<file path="src/rtl/kp_i2c_pkg.sv">
package kp_i2c_pkg;

  typedef enum logic [2:0] {
    ST_IDLE,
    ST_ADDR,
    ST_ADDR_ACK,
    ST_WR_BYTE,
    ST_WR_ACK,
    ST_RD_BYTE,
    ST_RD_ACK,
    ST_HOLD
  } bus_st_t;

  function automatic logic [6:0] slave_addr(input logic [4:0] pfx, input logic [1:0] pins);
    return {pfx, pins};
  endfunction

  function automatic logic [7:0] ctrl_view(input logic drv, input logic pdn, input logic empty);
    return {drv, pdn, empty, 5'b00000};
  endfunction

  function automatic logic [7:0] ident_byte(input int n_keys);
    return (n_keys > 6) ? 8'h01 : 8'h00;
  endfunction

endpackage

</file>
<file path="src/rtl/kp_i2c_sync.sv">
module kp_i2c_sync #(
  parameter int   STAGES  = 2,
  parameter logic RST_VAL = 1'b1
) (
  input  logic clk,
  input  logic rst_n,
  input  logic din,
  output logic lvl,
  output logic rise,
  output logic fall
);
  localparam int W = STAGES + 1;
  logic [W-1:0] chain;

  always_ff @(posedge clk or negedge rst_n) begin
    if (!rst_n) chain <= {W{RST_VAL}};
    else        chain <= {chain[W-2:0], din};
  end

  assign lvl  = chain[STAGES-1];
  assign rise = chain[STAGES-1] & ~chain[STAGES];
  assign fall = ~chain[STAGES-1] & chain[STAGES];
endmodule

</file>
<file path="src/rtl/kp_i2c_ctrl.sv">
module kp_i2c_ctrl
  import kp_i2c_pkg::*;
(
  input  logic       clk,
  input  logic       rst_n,
  input  logic       wr_en,
  input  logic [7:0] wr_data,
  input  logic       q_empty,
  output logic       drive_en,
  output logic       pwr_down,
  output logic [7:0] rd_byte
);
  always_ff @(posedge clk or negedge rst_n) begin
    if (!rst_n) begin
      drive_en <= 1'b1;
      pwr_down <= 1'b0;
    end else if (wr_en) begin
      drive_en <= wr_data[7];
      pwr_down <= wr_data[6];
    end
  end

  assign rd_byte = ctrl_view(drive_en, pwr_down, q_empty);
endmodule

</file>
<file path="src/rtl/kp_i2c_slave.sv">
module kp_i2c_slave
  import kp_i2c_pkg::*;
#(
  parameter int         N_KEYS      = 30,
  parameter logic [4:0] ADDR_PREFIX = 5'b01000,
  parameter int         SYNC_STAGES = 2
) (
  input  logic       clk,
  input  logic       rst_n,
  input  logic       scl_i,
  input  logic       sda_i,
  output logic       sda_oe,
  input  logic [1:0] addr_sel,
  input  logic       q_empty,
  input  logic [7:0] q_key,
  input  logic [7:0] q_dur,
  output logic       q_pop,
  output logic       drive_en,
  output logic       pwr_down
);
  localparam logic [7:0] ID_BYTE  = ident_byte(N_KEYS);
  localparam logic [1:0] LAST_IDX = 2'd3;

  logic scl_hi, scl_rise, scl_fall;
  logic sda_s, sda_rise, sda_fall;

  kp_i2c_sync #(.STAGES(SYNC_STAGES), .RST_VAL(1'b1)) u_sync_scl (
    .clk(clk), .rst_n(rst_n), .din(scl_i), .lvl(scl_hi), .rise(scl_rise), .fall(scl_fall));
  kp_i2c_sync #(.STAGES(SYNC_STAGES), .RST_VAL(1'b1)) u_sync_sda (
    .clk(clk), .rst_n(rst_n), .din(sda_i), .lvl(sda_s), .rise(sda_rise), .fall(sda_fall));

  // Named bus events
  logic start_det, stop_det, bus_evt;
  assign start_det = sda_fall & scl_hi;
  assign stop_det  = sda_rise & scl_hi;
  assign bus_evt   = start_det | stop_det;

  bus_st_t    state;
  logic [3:0] bit_cnt;
  logic [7:0] shreg;
  logic       rw_q;
  logic [1:0] byte_idx;
  logic       m_ack_q;

  logic [7:0] ctrl_rd;
  logic       wr_strobe, addr_done, addr_hit, last_ack, hold_state;
  logic [1:0] nxt_idx;
  logic [7:0] nxt_byte;

  assign addr_hit   = (shreg[7:1] == slave_addr(ADDR_PREFIX, addr_sel));
  assign addr_done  = (state == ST_ADDR) && scl_fall && (bit_cnt == 4'd8);
  assign wr_strobe  = (state == ST_WR_BYTE) && scl_fall && (bit_cnt == 4'd8);
  assign last_ack   = (state == ST_RD_ACK) && scl_fall && m_ack_q && (byte_idx == LAST_IDX);
  assign hold_state = (state == ST_HOLD);
  assign q_pop      = last_ack;

  assign nxt_idx = byte_idx + 2'd1;
  always_comb begin
    unique case (nxt_idx)
      2'd0:    nxt_byte = ID_BYTE;
      2'd1:    nxt_byte = ctrl_rd;
      2'd2:    nxt_byte = q_key;
      default: nxt_byte = q_dur;
    endcase
  end

  always_ff @(posedge clk or negedge rst_n) begin
    if (!rst_n) begin
      state    <= ST_IDLE;
      bit_cnt  <= '0;
      shreg    <= '0;
      rw_q     <= 1'b0;
      byte_idx <= '0;
      m_ack_q  <= 1'b0;
    end else if (start_det) begin
      state   <= ST_ADDR;
      bit_cnt <= '0;
    end else if (stop_det) begin
      state <= ST_IDLE;
    end else begin
      unique case (state)
        ST_ADDR, ST_WR_BYTE: begin
          if (scl_rise) begin
            shreg   <= {shreg[6:0], sda_s};
            bit_cnt <= bit_cnt + 4'd1;
          end else if (scl_fall && bit_cnt == 4'd8) begin
            bit_cnt <= '0;
            if (state == ST_WR_BYTE) state <= ST_WR_ACK;
            else if (addr_hit) begin
              state <= ST_ADDR_ACK;
              rw_q  <= shreg[0];
            end else state <= ST_IDLE;
          end
        end
        ST_ADDR_ACK: begin
          if (scl_fall) begin
            bit_cnt <= '0;
            if (rw_q) begin
              state    <= ST_RD_BYTE;
              byte_idx <= '0;
              shreg    <= ID_BYTE;
            end else state <= ST_WR_BYTE;
          end
        end
        ST_WR_ACK: if (scl_fall) state <= ST_HOLD;
        ST_RD_BYTE: begin
          if (scl_fall) begin
            if (bit_cnt == 4'd7) begin
              state   <= ST_RD_ACK;
              bit_cnt <= '0;
            end else begin
              shreg   <= {shreg[6:0], 1'b0};
              bit_cnt <= bit_cnt + 4'd1;
            end
          end
        end
        ST_RD_ACK: begin
          if (scl_rise) m_ack_q <= ~sda_s;
          else if (scl_fall) begin
            if (!m_ack_q)                  state <= ST_IDLE;
            else if (byte_idx == LAST_IDX) state <= ST_HOLD;
            else begin
              state    <= ST_RD_BYTE;
              byte_idx <= nxt_idx;
              shreg    <= nxt_byte;
            end
          end
        end
        default: ;
      endcase
    end
  end

  assign sda_oe = (state == ST_ADDR_ACK) || (state == ST_WR_ACK) ||
                  ((state == ST_RD_BYTE) && !shreg[7]);

  kp_i2c_ctrl u_ctrl (
    .clk(clk), .rst_n(rst_n), .wr_en(wr_strobe), .wr_data(shreg), .q_empty(q_empty),
    .drive_en(drive_en), .pwr_down(pwr_down), .rd_byte(ctrl_rd));
endmodule

</file>
<file path="config.mk">
export PLATFORM = sky130hd
export DESIGN_NAME = kp_i2c_slave
export DESIGN_NICKNAME = d
export VERILOG_FILES = /design/src/rtl/kp_i2c_pkg.sv /design/src/rtl/kp_i2c_sync.sv /design/src/rtl/kp_i2c_ctrl.sv /design/src/rtl/kp_i2c_slave.sv
export SDC_FILE = /design/constraint.sdc
export NUM_CORES = 1
export LEC_CHECK = 0
export ABC_AREA = 1
export BUFFER_PORTS_ARGS = -buffer_cell sky130_fd_sc_hd__buf_2
export CAP_MARGIN = 10
export CORE_ASPECT_RATIO = 1.75
export CORE_MARGIN = 2
export CORE_UTILIZATION = 51
export DETAILED_ROUTE_END_ITERATION = 8
export GPL_ROUTABILITY_DRIVEN = 0
export GPL_TIMING_DRIVEN = 0
export PLACE_DENSITY = 0.74
export SLEW_MARGIN = 5
export SYNTH_ARGS = -nofsm -noshare
export SYNTH_HDL_FRONTEND = slang
export SYNTH_SLANG_ARGS = --single-unit
export TNS_END_PERCENT = 50
</file>
<file path="constraint.sdc">
create_clock -name clk -period 1.55 [get_ports clk]
set_input_delay 0 -clock clk [delete_from_list [all_inputs] [get_ports clk]]
set_output_delay 0 -clock clk [all_outputs]
set_load 0.01 [all_outputs]
</file>
==> flow_summary_export.csv, run 1 <==
group,metric,value,unit
power_and_ir_drop,power,2.03,mW
routing,vias_per_cell,5.37,
worst_setup_path,critPathTopFamily,"buffers and inverters",
hold_path,hold_path_startpoint,"q_key[2]",
sta,fmax,0.633,GHz
synthesis,synthCells,279,
routing,wl_per_cell,14.4,um
clock_tree,numCtsBuffers,3,
sta,clock_skew,0.00474,ns
sta,drv_slew,0,
job,drv_cap,0,
layout,drive_above_1_share,40.4,%
power_and_ir_drop,p_int,1.30,mW
worst_setup_path,slowest_delay,0.36,ns
worst_setup_path,cpMaxStageDelayCell,"dfrtp_1",
layout,final_common_cell,"nand2_1",
layout,area_delta_synth_final,40.1,%
worst_setup_path,reg2reg_from,"state[2]",
floorplanning,start_util,52.5,%
floorplanning,dieArea,0.00422,mm^2
clock_tree,clk_pin_slew,0.10,ns
clock_tree,cts_tree,"yes",
floorplanning,die_h,84.4,um
synthesis,syn_nets,308,
synthesis,netlist_area,0.00189,mm^2
floorplanning,ios,27,
clock_tree,cts-root-buf,"clkbuf_8",
hold_path,min_delay_path_depth,5,
synthesis,ys_seq_elements,27,
global_routing,grt_max_degree,28,
worst_setup_path,path_class,"reg2reg",
worst_setup_path,crit_required,1.73,ns
worst_setup_path,reg2reg_slack,-0.03,ns
clock_tree,numClockSinks,27,
sta,setup_violations,2,
placed_design,place_area,0.00207,mm^2
floorplanning,core,0.00359,mm^2
sta,fin_crit_sh,102,%
worst_setup_path,worst-path-buf-inv,4,
sta,slew_headroom,60.4,%
routing,num_vias,2085,
hold_path,hold_class,"in2reg",
power_and_ir_drop,switchingPower,0.732,mW
layout,diodes,0,
global_routing,grt_antenna_before_repair,0,
sta,hold_violations,0,
routing,wirelength,5580,um
routing,drtPass1Iterations,4,
power_and_ir_drop,ir_drop,0.664,mV
worst_setup_path,critPathArrivalTime,1.76,ns
synthesis,ys_warn_count,0,
worst_setup_path,start_kind,"flop",
hold_path,min_to,"shreg[2]",
layout,final_cell_mix,"nand2_1 (88), nand3_1 (31), buf_2 (27)",
power_and_ir_drop,p_leak,1.32,nW
synthesis,synthDistinctLibCells,26,
synthesis,ys_seq_area_share,36.3,%
sta,worst_pin_slew,0.594,ns
global_routing,grt_pass1_vias,1850,
layout,design_area,0.00264,mm^2
worst_setup_path,path_cells,"buf_6, clkinvlp_4, buf_6, buf_4, a21oi_2, nand3_1, nand2_1, nand2_2, nand3_2, nand2_1",
layout,utilization,73.6,%
sta,rsz0062_at_grt,"yes",
clock_tree,cts_max_path_buffers,2,
floorplanning,row_count,29,
power_and_ir_drop,clockPowerShare,20.5,%
sta,setup_ws,-0.0297,ns
clock_tree,clk_latency,0.28,ns
power_and_ir_drop,powerDensity,769,mW/mm^2
worst_setup_path,r2r.worst_path.cells,10,
floorplanning,die_w,50.0,um
sta,tns,-0.0320,ns
layout,instances_no_fill,388,
outcome,status,"finished with violations",
synthesis,syn-mean-instance-area,6.76,um^2
routing,drcViolationCount,0,
sta,min_period,1.58,ns
worst_setup_path,timing.rr.end,"shreg[0]",
placed_design,io_buffers,26,
power_and_ir_drop,p_sw_share,36.0,%
placed_design,placed_cells,351,
clock_tree,cts_max_level,1,
worst_setup_path,cp-end-kind,"flop",
placed_design,hpwl,3430,um
power_and_ir_drop,sequentialPowerShare,46.6,%
outcome,violations,"negative setup slack",
global_routing,grt_pass1_wl,7780,um
worst_setup_path,worstSetupPathDepth,10,
global_routing,grtUsageTotal,23.5,%
routing,postRouteAntennaNets,0,
routing,drt_iter0_drc,70,
power_and_ir_drop,combPwrFrac,32.9,%
layout,fin_nets,372,
worst_setup_path,cp_max_fo,7,
global_routing,grt_overflow_total,0,
[worst max-delay path by stage]
stage                      from        to  slack, ns
floorplan           byte_idx[0]  shreg[2]       0.05
global placement    byte_idx[0]  shreg[2]      -0.19
detailed placement  byte_idx[0]  shreg[2]      -0.19
CTS                    state[2]     q_pop     -0.006
global route           state[2]  shreg[0]      -0.12
finish                 state[2]  shreg[0]      -0.03
[area by class of cell]
| cell class | count | area [um^2] |
|---|---|---|
| multi-input cells | 216 | 1240 |
| repair buffers | 59 | 430 |
| clock inverters | 1 | 7.51 |
| clock buffers | 3 | 41.3 |
| fillers | 294 | 950 |
| inverters | 32 | 131 |
| plain buffers | 4 | 45.0 |
| well taps | 46 | 57.6 |
| flip-flops and latches | 27 | 688 |
[worst reg2reg max path: cells and delay by family, from the launching register on]
kind,cells,cell delay [ns]
compound gates,1,0.13
buf+inv,4,0.60
flops,1,0.36
simple gates,5,0.38
[Yosys cell counts]
| master | n | share of area, % |
|---|---|---|
| dfstp_2 | 7 | 9.8 |
| o21ai_0 | 12 | 3.2 |
| nand4_1 | 4 | 1.3 |
| ha_1 | 6 | 4.0 |
| buf_6 | 2 | 1.2 |
| inv_1 | 28 | 5.6 |
| o21bai_1 | 1 | 0.40 |
| nand3_4 | 1 | 0.93 |
| nor2_1 | 29 | 5.8 |
| or2_2 | 1 | 0.33 |
| o21ai_1 | 1 | 0.27 |
| nand3_2 | 2 | 1.1 |
| nor2_4 | 3 | 1.8 |
| buf_4 | 1 | 0.40 |
| buf_2 | 1 | 0.27 |
| dfrtp_1 | 20 | 27 |
| nor2_2 | 2 | 0.66 |
| a21boi_0 | 2 | 0.80 |
| a21o_1 | 1 | 0.40 |
| o21ai_4 | 1 | 0.86 |
| nand3_1 | 39 | 10 |
| nand2_1 | 104 | 21 |
| inv_2 | 4 | 0.80 |
| nand2_4 | 2 | 1.2 |
| o211ai_1 | 1 | 0.40 |
| a21oi_1 | 4 | 1.1 |
[kinds of logic after synthesis]
kind of cell             synth area share [%]
AND/OR/NAND/NOR                          44.1
AO/OA/AOI/OAI                            7.37
flip-flops                               36.3
adder cells (fa/ha/maj)                  3.98
buffers and inverters                    8.23
[state kept, by name (all words and copies together) (netlist names)]
register and cells:
u_sync_sda.chain 3, shreg 8, m_ack_q 1, u_sync_scl.chain 3
byte_idx 2, bit_cnt 4, rw_q 1, u_ctrl.pwr_down 1
u_ctrl.drive_en 1, state 3
[metrics by stage]
step                hold WS, ns  setup slack, ns
floorplan                -0.296           0.0542
global placement         0.0403           -0.190
detailed placement       0.0419           -0.190
CTS                       0.149         -0.00644
global route              0.215           -0.124
finish                    0.149          -0.0297
[repair_timing]
action                     4_1_cts  5_1_grt
gates cloned                     0        1
setup buffers                    9       20
hold buffers                     3        0
hold endpoints to repair        22        0
pin swaps                        3       22
setup endpoints to repair       13       22
resized for setup                9       73
[power groups by stage]
stage / combinational, mW / clock (mW) / sequential, mW
2_1_floorplan: 0.380 / 0 / 0.912
3_3_place_gp: 0.494 / 0 / 0.934
3_5_place_dp: 0.500 / 0 / 0.940
4_1_cts: 0.564 / 0.430 / 0.930
5_1_grt: 0.748 / 0.444 / 0.961
6_report: 0.668 / 0.416 / 0.947
[per-layer routing]
layer | GRT usage, % | share of wire [%] | vias up
met5 | 0 | 0 | -
met4 | 14.1 | 5.1 | 0
met3 | 1.96 | 3.4 | 23
met2 | 45.2 | 56 | 79
met1 | 23.3 | 35 | 967
li1 | - | - | 1016
No activity file was read; power rests on OpenSTA's default activity.
==> inputs of run 2 (changes only) <==
--- a/config.mk
+++ b/config.mk
@@ -19,4 +19,4 @@
 export SYNTH_ARGS = -nofsm -noshare
 export SYNTH_HDL_FRONTEND = slang
 export SYNTH_SLANG_ARGS = --single-unit
-export TNS_END_PERCENT = 50
+export TNS_END_PERCENT = 5
==> flow_summary_export.csv, run 2 (same netlist as run 1, synthesis figures left out) <==
group,metric,value,unit
outcome,status,"finished with violations",
outcome,violations,"negative setup slack",
power_and_ir_drop,powerDensity,779,mW/mm^2
floorplanning,core,0.00359,mm^2
job,drv_cap,0,
layout,final_cell_mix,"nand2_1 (97), nand3_1 (31), buf_2 (26)",
floorplanning,die_w,50.0,um
global_routing,grt_antenna_before_repair,0,
sta,slew_headroom,60.1,%
sta,fin_crit_sh,104,%
global_routing,grtUsageTotal,23.4,%
sta,min_period,1.61,ns
sta,hold_violations,0,
global_routing,grt_overflow_total,0,
routing,vias_per_cell,5.40,
worst_setup_path,cp-end-kind,"flop",
routing,num_vias,2075,
floorplanning,die_h,84.4,um
sta,drv_slew,0,
layout,largest_reg_flops,8,
floorplanning,start_util,52.5,%
layout,final_common_cell,"nand2_1",
clock_tree,cts_tree,"yes",
sta,worst_pin_slew,0.598,ns
clock_tree,cts_max_level,1,
layout,fin_nets,368,
clock_tree,clk_pin_slew,0.10,ns
floorplanning,dieArea,0.00422,mm^2
worst_setup_path,reg2reg_from,"state[2]",
global_routing,grt_max_degree,28,
worst_setup_path,path_class,"reg2reg",
power_and_ir_drop,p_leak,1.29,nW
clock_tree,cts-root-buf,"clkbuf_8",
placed_design,io_buffers,26,
worst_setup_path,cp_max_fo,8,
hold_path,hold_class,"in2reg",
power_and_ir_drop,ir_drop,0.664,mV
clock_tree,numClockSinks,27,
routing,drt_iter0_drc,80,
sta,setup_violations,2,
worst_setup_path,start_kind,"flop",
worst_setup_path,r2r.worst_path.cells,10,
routing,drtPass1Iterations,4,
sta,fmax,0.620,GHz
layout,area_delta_synth_final,33.5,%
worst_setup_path,reg2reg_slack,-0.06,ns
routing,postRouteAntennaNets,0,
routing,wirelength,5370,um
layout,drive_above_1_share,34.6,%
worst_setup_path,timing.rr.end,"shreg[0]",
global_routing,grt_pass1_vias,1840,
clock_tree,cts_max_path_buffers,2,
layout,diodes,0,
floorplanning,row_count,29,
placed_design,placed_cells,351,
floorplanning,ios,27,
worst_setup_path,cp-startpoint,"state[2]",
worst_setup_path,critPathArrivalTime,1.79,ns
global_routing,grt_pass1_wl,7740,um
layout,instances_no_fill,384,
routing,wl_per_cell,14.0,um
worst_setup_path,cp-endpoint,"shreg[0]",
layout,largest-register,"shreg",
layout,utilization,70.1,%
placed_design,hpwl,3430,um
worst_setup_path,crit_required,1.72,ns
layout,reg.largest.list,"shreg x8, bit_cnt x4",
sta,rsz0062_at_grt,"yes",
sta,setup_ws,-0.0634,ns
clock_tree,clk_latency,0.28,ns
sta,clock_skew,0.00496,ns
routing,drcViolationCount,0,
clock_tree,numCtsBuffers,3,
## run 2: cell count changes in the layout (fill, tap and decap cells not counted), sizes merged
cell,previous run,this run
buf,60,55
nand3,42,43
## run 2: through the flow
stage | setup slack, ns | setup TNS, ns | instance area [um^2] | hold slack (ns) | power (mW)
after floorplan | 0.0542 | 0 | 1890 | -0.296 | 1.29
after global placement | -0.190 | -1.36 | 2070 | 0.0403 | 1.43
after detailed placement | -0.190 | -1.50 | 2070 | 0.0419 | 1.44
after CTS | -0.00644 | -0.00644 | 2260 | 0.149 | 1.92
after global routing | -0.142 | -1.28 | 2520 | 0.203 | 2.09
final | -0.0634 | -0.0647 | 2520 | 0.141 | 1.96
## run 2: worst max-delay path, stage by stage (launching register included)
cell and delay (ns):
dfrtp_1 0.36, buf_6 0.15, clkinvlp_4 0.16, buf_6 0.16, buf_4 0.14, a21oi_2 0.11, nand3_1 0.12, nand2_1 0.10
nand2_2 0.07, nand3_2 0.08, nand2_1 0.06
## run 2: repair_timing
action / CTS / global route
hold buffers: 3 / 0
resized for setup: 12 / 41
hold endpoints to repair: 22 / 0
cloned: 0 / 1
pin swaps: 5 / 16
setup endpoints to repair: 13 / 22
buffers inserted: 7 / 18
## run 2: per-layer routing
layer	vias up	track usage, %	part of all wire [%]
met2	73	45.1	55
met5	-	0	0
met4	0	14.1	5.0
met3	25	1.96	2.5
met1	966	23.1	37
li1	1011	-	-
## run 2: cell type report
cell class	count	area [um^2]
Tap cell	46	57.6
Inverter	32	129
Sequential cell	27	686
Clock buffer	3	41.3
Timing Repair Buffer	54	384
Multi-Input combinational cell	217	1170
Clock inverter	1	7.51
Fill cell	310	1070
Buffer	4	45.0
## run 2: report_power, final
| group | total, mW | switching, mW | internal (mW) |
|---|---|---|---|
| clock | 0.415 | 0.233 | 0.183 |
| sequential | 0.940 | 0.115 | 0.825 |
| combinational | 0.605 | 0.351 | 0.253 |
| total | 1.96 | 0.699 | 1.26 |
## run 2: how the worst min path moves through the flow
| stage | startpoint | endpoint | slack, ns | depth (start not counted) |
|---|---|---|---|---|
| floorplan | rst_n | bit_cnt[0] | -0.30 | 0 |
| global placement | rst_n | m_ack_q | 0.04 | 1 |
| detailed placement | rst_n | m_ack_q | 0.04 | 1 |
| CTS | q_key[6] | shreg[6] | 0.15 | 7 |
| global route | q_key[4] | shreg[4] | 0.20 | 5 |
| finish | q_key[2] | shreg[2] | 0.14 | 5 |
==> inputs of run 3 (changes only) <==
--- a/config.mk
+++ b/config.mk
@@ -14,7 +14,7 @@
 export DETAILED_ROUTE_END_ITERATION = 8
 export GPL_ROUTABILITY_DRIVEN = 0
 export GPL_TIMING_DRIVEN = 0
-export PLACE_DENSITY = 0.74
+export PLACE_DENSITY = 0.71
 export SLEW_MARGIN = 5
 export SYNTH_ARGS = -nofsm -noshare
 export SYNTH_HDL_FRONTEND = slang
==> constraint.sdc (replaced) <==
create_clock -name clk -period 1.5 [get_ports clk]
set_input_delay 0 -clock clk [delete_from_list [all_inputs] [get_ports clk]]
set_output_delay 0 -clock clk [all_outputs]
set_load 0.01 [all_outputs]
==> flow_summary_export.csv, run 3 (same netlist as run 1, synthesis figures left out) <==
group,metric,value,unit
layout,multi_input_area,0.00119,mm^2
power_and_ir_drop,p_int,1.35,mW
sta,hold_violations,0,
layout,final_cell_mix,"nand2_1 (91), nand3_1 (32), buf_2 (26)",
sta,setup_ws,-0.0175,ns
floorplanning,start_util,52.5,%
worst_setup_path,cp-startpoint,"state[2]",
sta,setup_violations,3,
layout,final_common_cell,"nand2_1",
sta,clock_skew,0.00567,ns
worst_setup_path,cp_max_fo,7,
job,drv_cap,0,
worst_setup_path,cp-end-kind,"output pin",
layout,largest_reg_flops,8,
layout,area_delta_synth_final,34.9,%
placed_design,hpwl,3420,um
global_routing,grt_pass1_wl,7820,um
layout,design_area,0.00254,mm^2
placed_design,placed_cells,351,
worst_setup_path,crit_required,1.50,ns
global_routing,grt_antenna_before_repair,0,
layout,instances_no_fill,381,
floorplanning,ios,27,
worst_setup_path,reg2reg_from,"byte_idx[0]",
clock_tree,cts_tree,"yes",
clock_tree,cts_max_path_buffers,2,
layout,diodes,0,
worst_setup_path,start_kind,"flop",
routing,num_vias,1968,
sta,fmax,0.659,GHz
power_and_ir_drop,clockPowerShare,20.2,%
routing,drtPass1Iterations,4,
worst_setup_path,critPathArrivalTime,1.52,ns
clock_tree,numClockSinks,27,
clock_tree,clk_pin_slew,0.10,ns
routing,vias_per_cell,5.17,
layout,drive_above_1_share,37.0,%
sta,rsz0062_at_grt,"yes",
sta,drv_slew,0,
power_and_ir_drop,ir_drop,0.729,mV
clock_tree,cts_max_level,1,
placed_design,place_area,0.00207,mm^2
clock_tree,cts-root-buf,"clkbuf_8",
worst_setup_path,timing.rr.end,"shreg[0]",
power_and_ir_drop,p_sw_share,35.6,%
hold_path,hold_class,"in2reg",
global_routing,grt_pass1_vias,1862,
layout,utilization,70.8,%
power_and_ir_drop,sequentialPowerShare,46.4,%
layout,largest-register,"shreg",
layout,fin_nets,365,
sta,whs,0.152,ns
routing,drcViolationCount,0,
sta,min_period,1.52,ns
sta,worst_pin_slew,0.607,ns
outcome,status,"finished with violations",
floorplanning,dieArea,0.00422,mm^2
power_and_ir_drop,p_leak,1.31,nW
floorplanning,die_w,50.0,um
floorplanning,row_count,29,
routing,wl_per_cell,13.6,um
worst_setup_path,reg2reg_slack,-0.01,ns
floorplanning,core,0.00359,mm^2
sta,slew_headroom,59.5,%
floorplanning,die_h,84.4,um
outcome,violations,"negative setup slack",
global_routing,grt_max_degree,28,
layout,fillers,312,
routing,postRouteAntennaNets,0,
sta,fin_crit_sh,101,%
power_and_ir_drop,powerDensity,824,mW/mm^2
layout,reg.largest.list,"shreg x8, bit_cnt x4",
clock_tree,numCtsBuffers,3,
clock_tree,clk_latency,0.28,ns
routing,wirelength,5160,um
power_and_ir_drop,combPwrFrac,33.5,%
placed_design,io_buffers,26,
placed_design,dp_slack,-0.319,ns
power_and_ir_drop,switchingPower,0.745,mW
global_routing,grtUsageTotal,24.0,%
layout,register_area,688,um^2
routing,drt_iter0_drc,52,
worst_setup_path,r2r.worst_path.cells,9,
worst_setup_path,cp-endpoint,"sda_oe",
global_routing,grt_overflow_total,0,
worst_setup_path,path_class,"reg2out",
## run 3: through the flow
stage	power, mW	setup TNS (ns)
after floorplan	1.34	0
after global placement	1.48	-2.24
after detailed placement	1.49	-2.44
after CTS	1.99	-0.282
after global routing	2.24	-1.27
final	2.09	-0.0322
## run 3: worst min path at each step
stage | from | endpoint | slack (ns) | cells after the start
after floorplan | rst_n | bit_cnt[0] | -0.30 | 0
after global placement | rst_n | m_ack_q | 0.04 | 1
after detailed placement | rst_n | state[1] | 0.05 | 1
after global routing | q_key[2] | shreg[2] | 0.20 | 5
final | q_key[2] | shreg[2] | 0.15 | 5
after CTS | q_key[5] | shreg[5] | 0.15 | 7
## run 3: worst max-delay path, stage by stage, from the launching register on
cell and delay (ns):
dfrtp_1 0.36, buf_6 0.14, clkinvlp_4 0.18, nand3_4 0.17, inv_4 0.05, nor2_4 0.11
o21ai_1 0.07, buf_2 0.14
## run 3: area by class of cell
cell class                 instances  share of cell area (%)
multi-input combinational        216                    47.0
sequential                        27                    27.1
timing repair buffer              52                    14.9
inverter                          32                    5.26
tap                               46                    2.26
buffer                             4                    1.77
clock buffer                       3                    1.62
clock inverter                     1                   0.197
## run 3: timing repair
action                     4_1_cts  5_1_grt
hold endpoints to repair        22        0
hold buffers                     3        0
gates resized for setup         19       48
pin swaps                        5       15
setup endpoints to repair       22       22
setup buffers                    7       16
## run 3: routing by layer
metal	GRT usage [%]	vias up	part of all wire, %
li1	-	995	-
met1	24.5	900	37
met2	44.6	53	56
met3	2.31	20	2.4
met4	15.4	0	4.6
met5	0	-	0
## run 3: power groups by stage
stage	clock network (mW)	registers [mW]	logic (mW)
2_1_floorplan	0	0.942	0.393
3_3_place_gp	0	0.965	0.511
3_5_place_dp	0	0.967	0.519
4_1_cts	0.440	0.957	0.596
5_1_grt	0.461	0.989	0.794
6_report	0.422	0.971	0.701
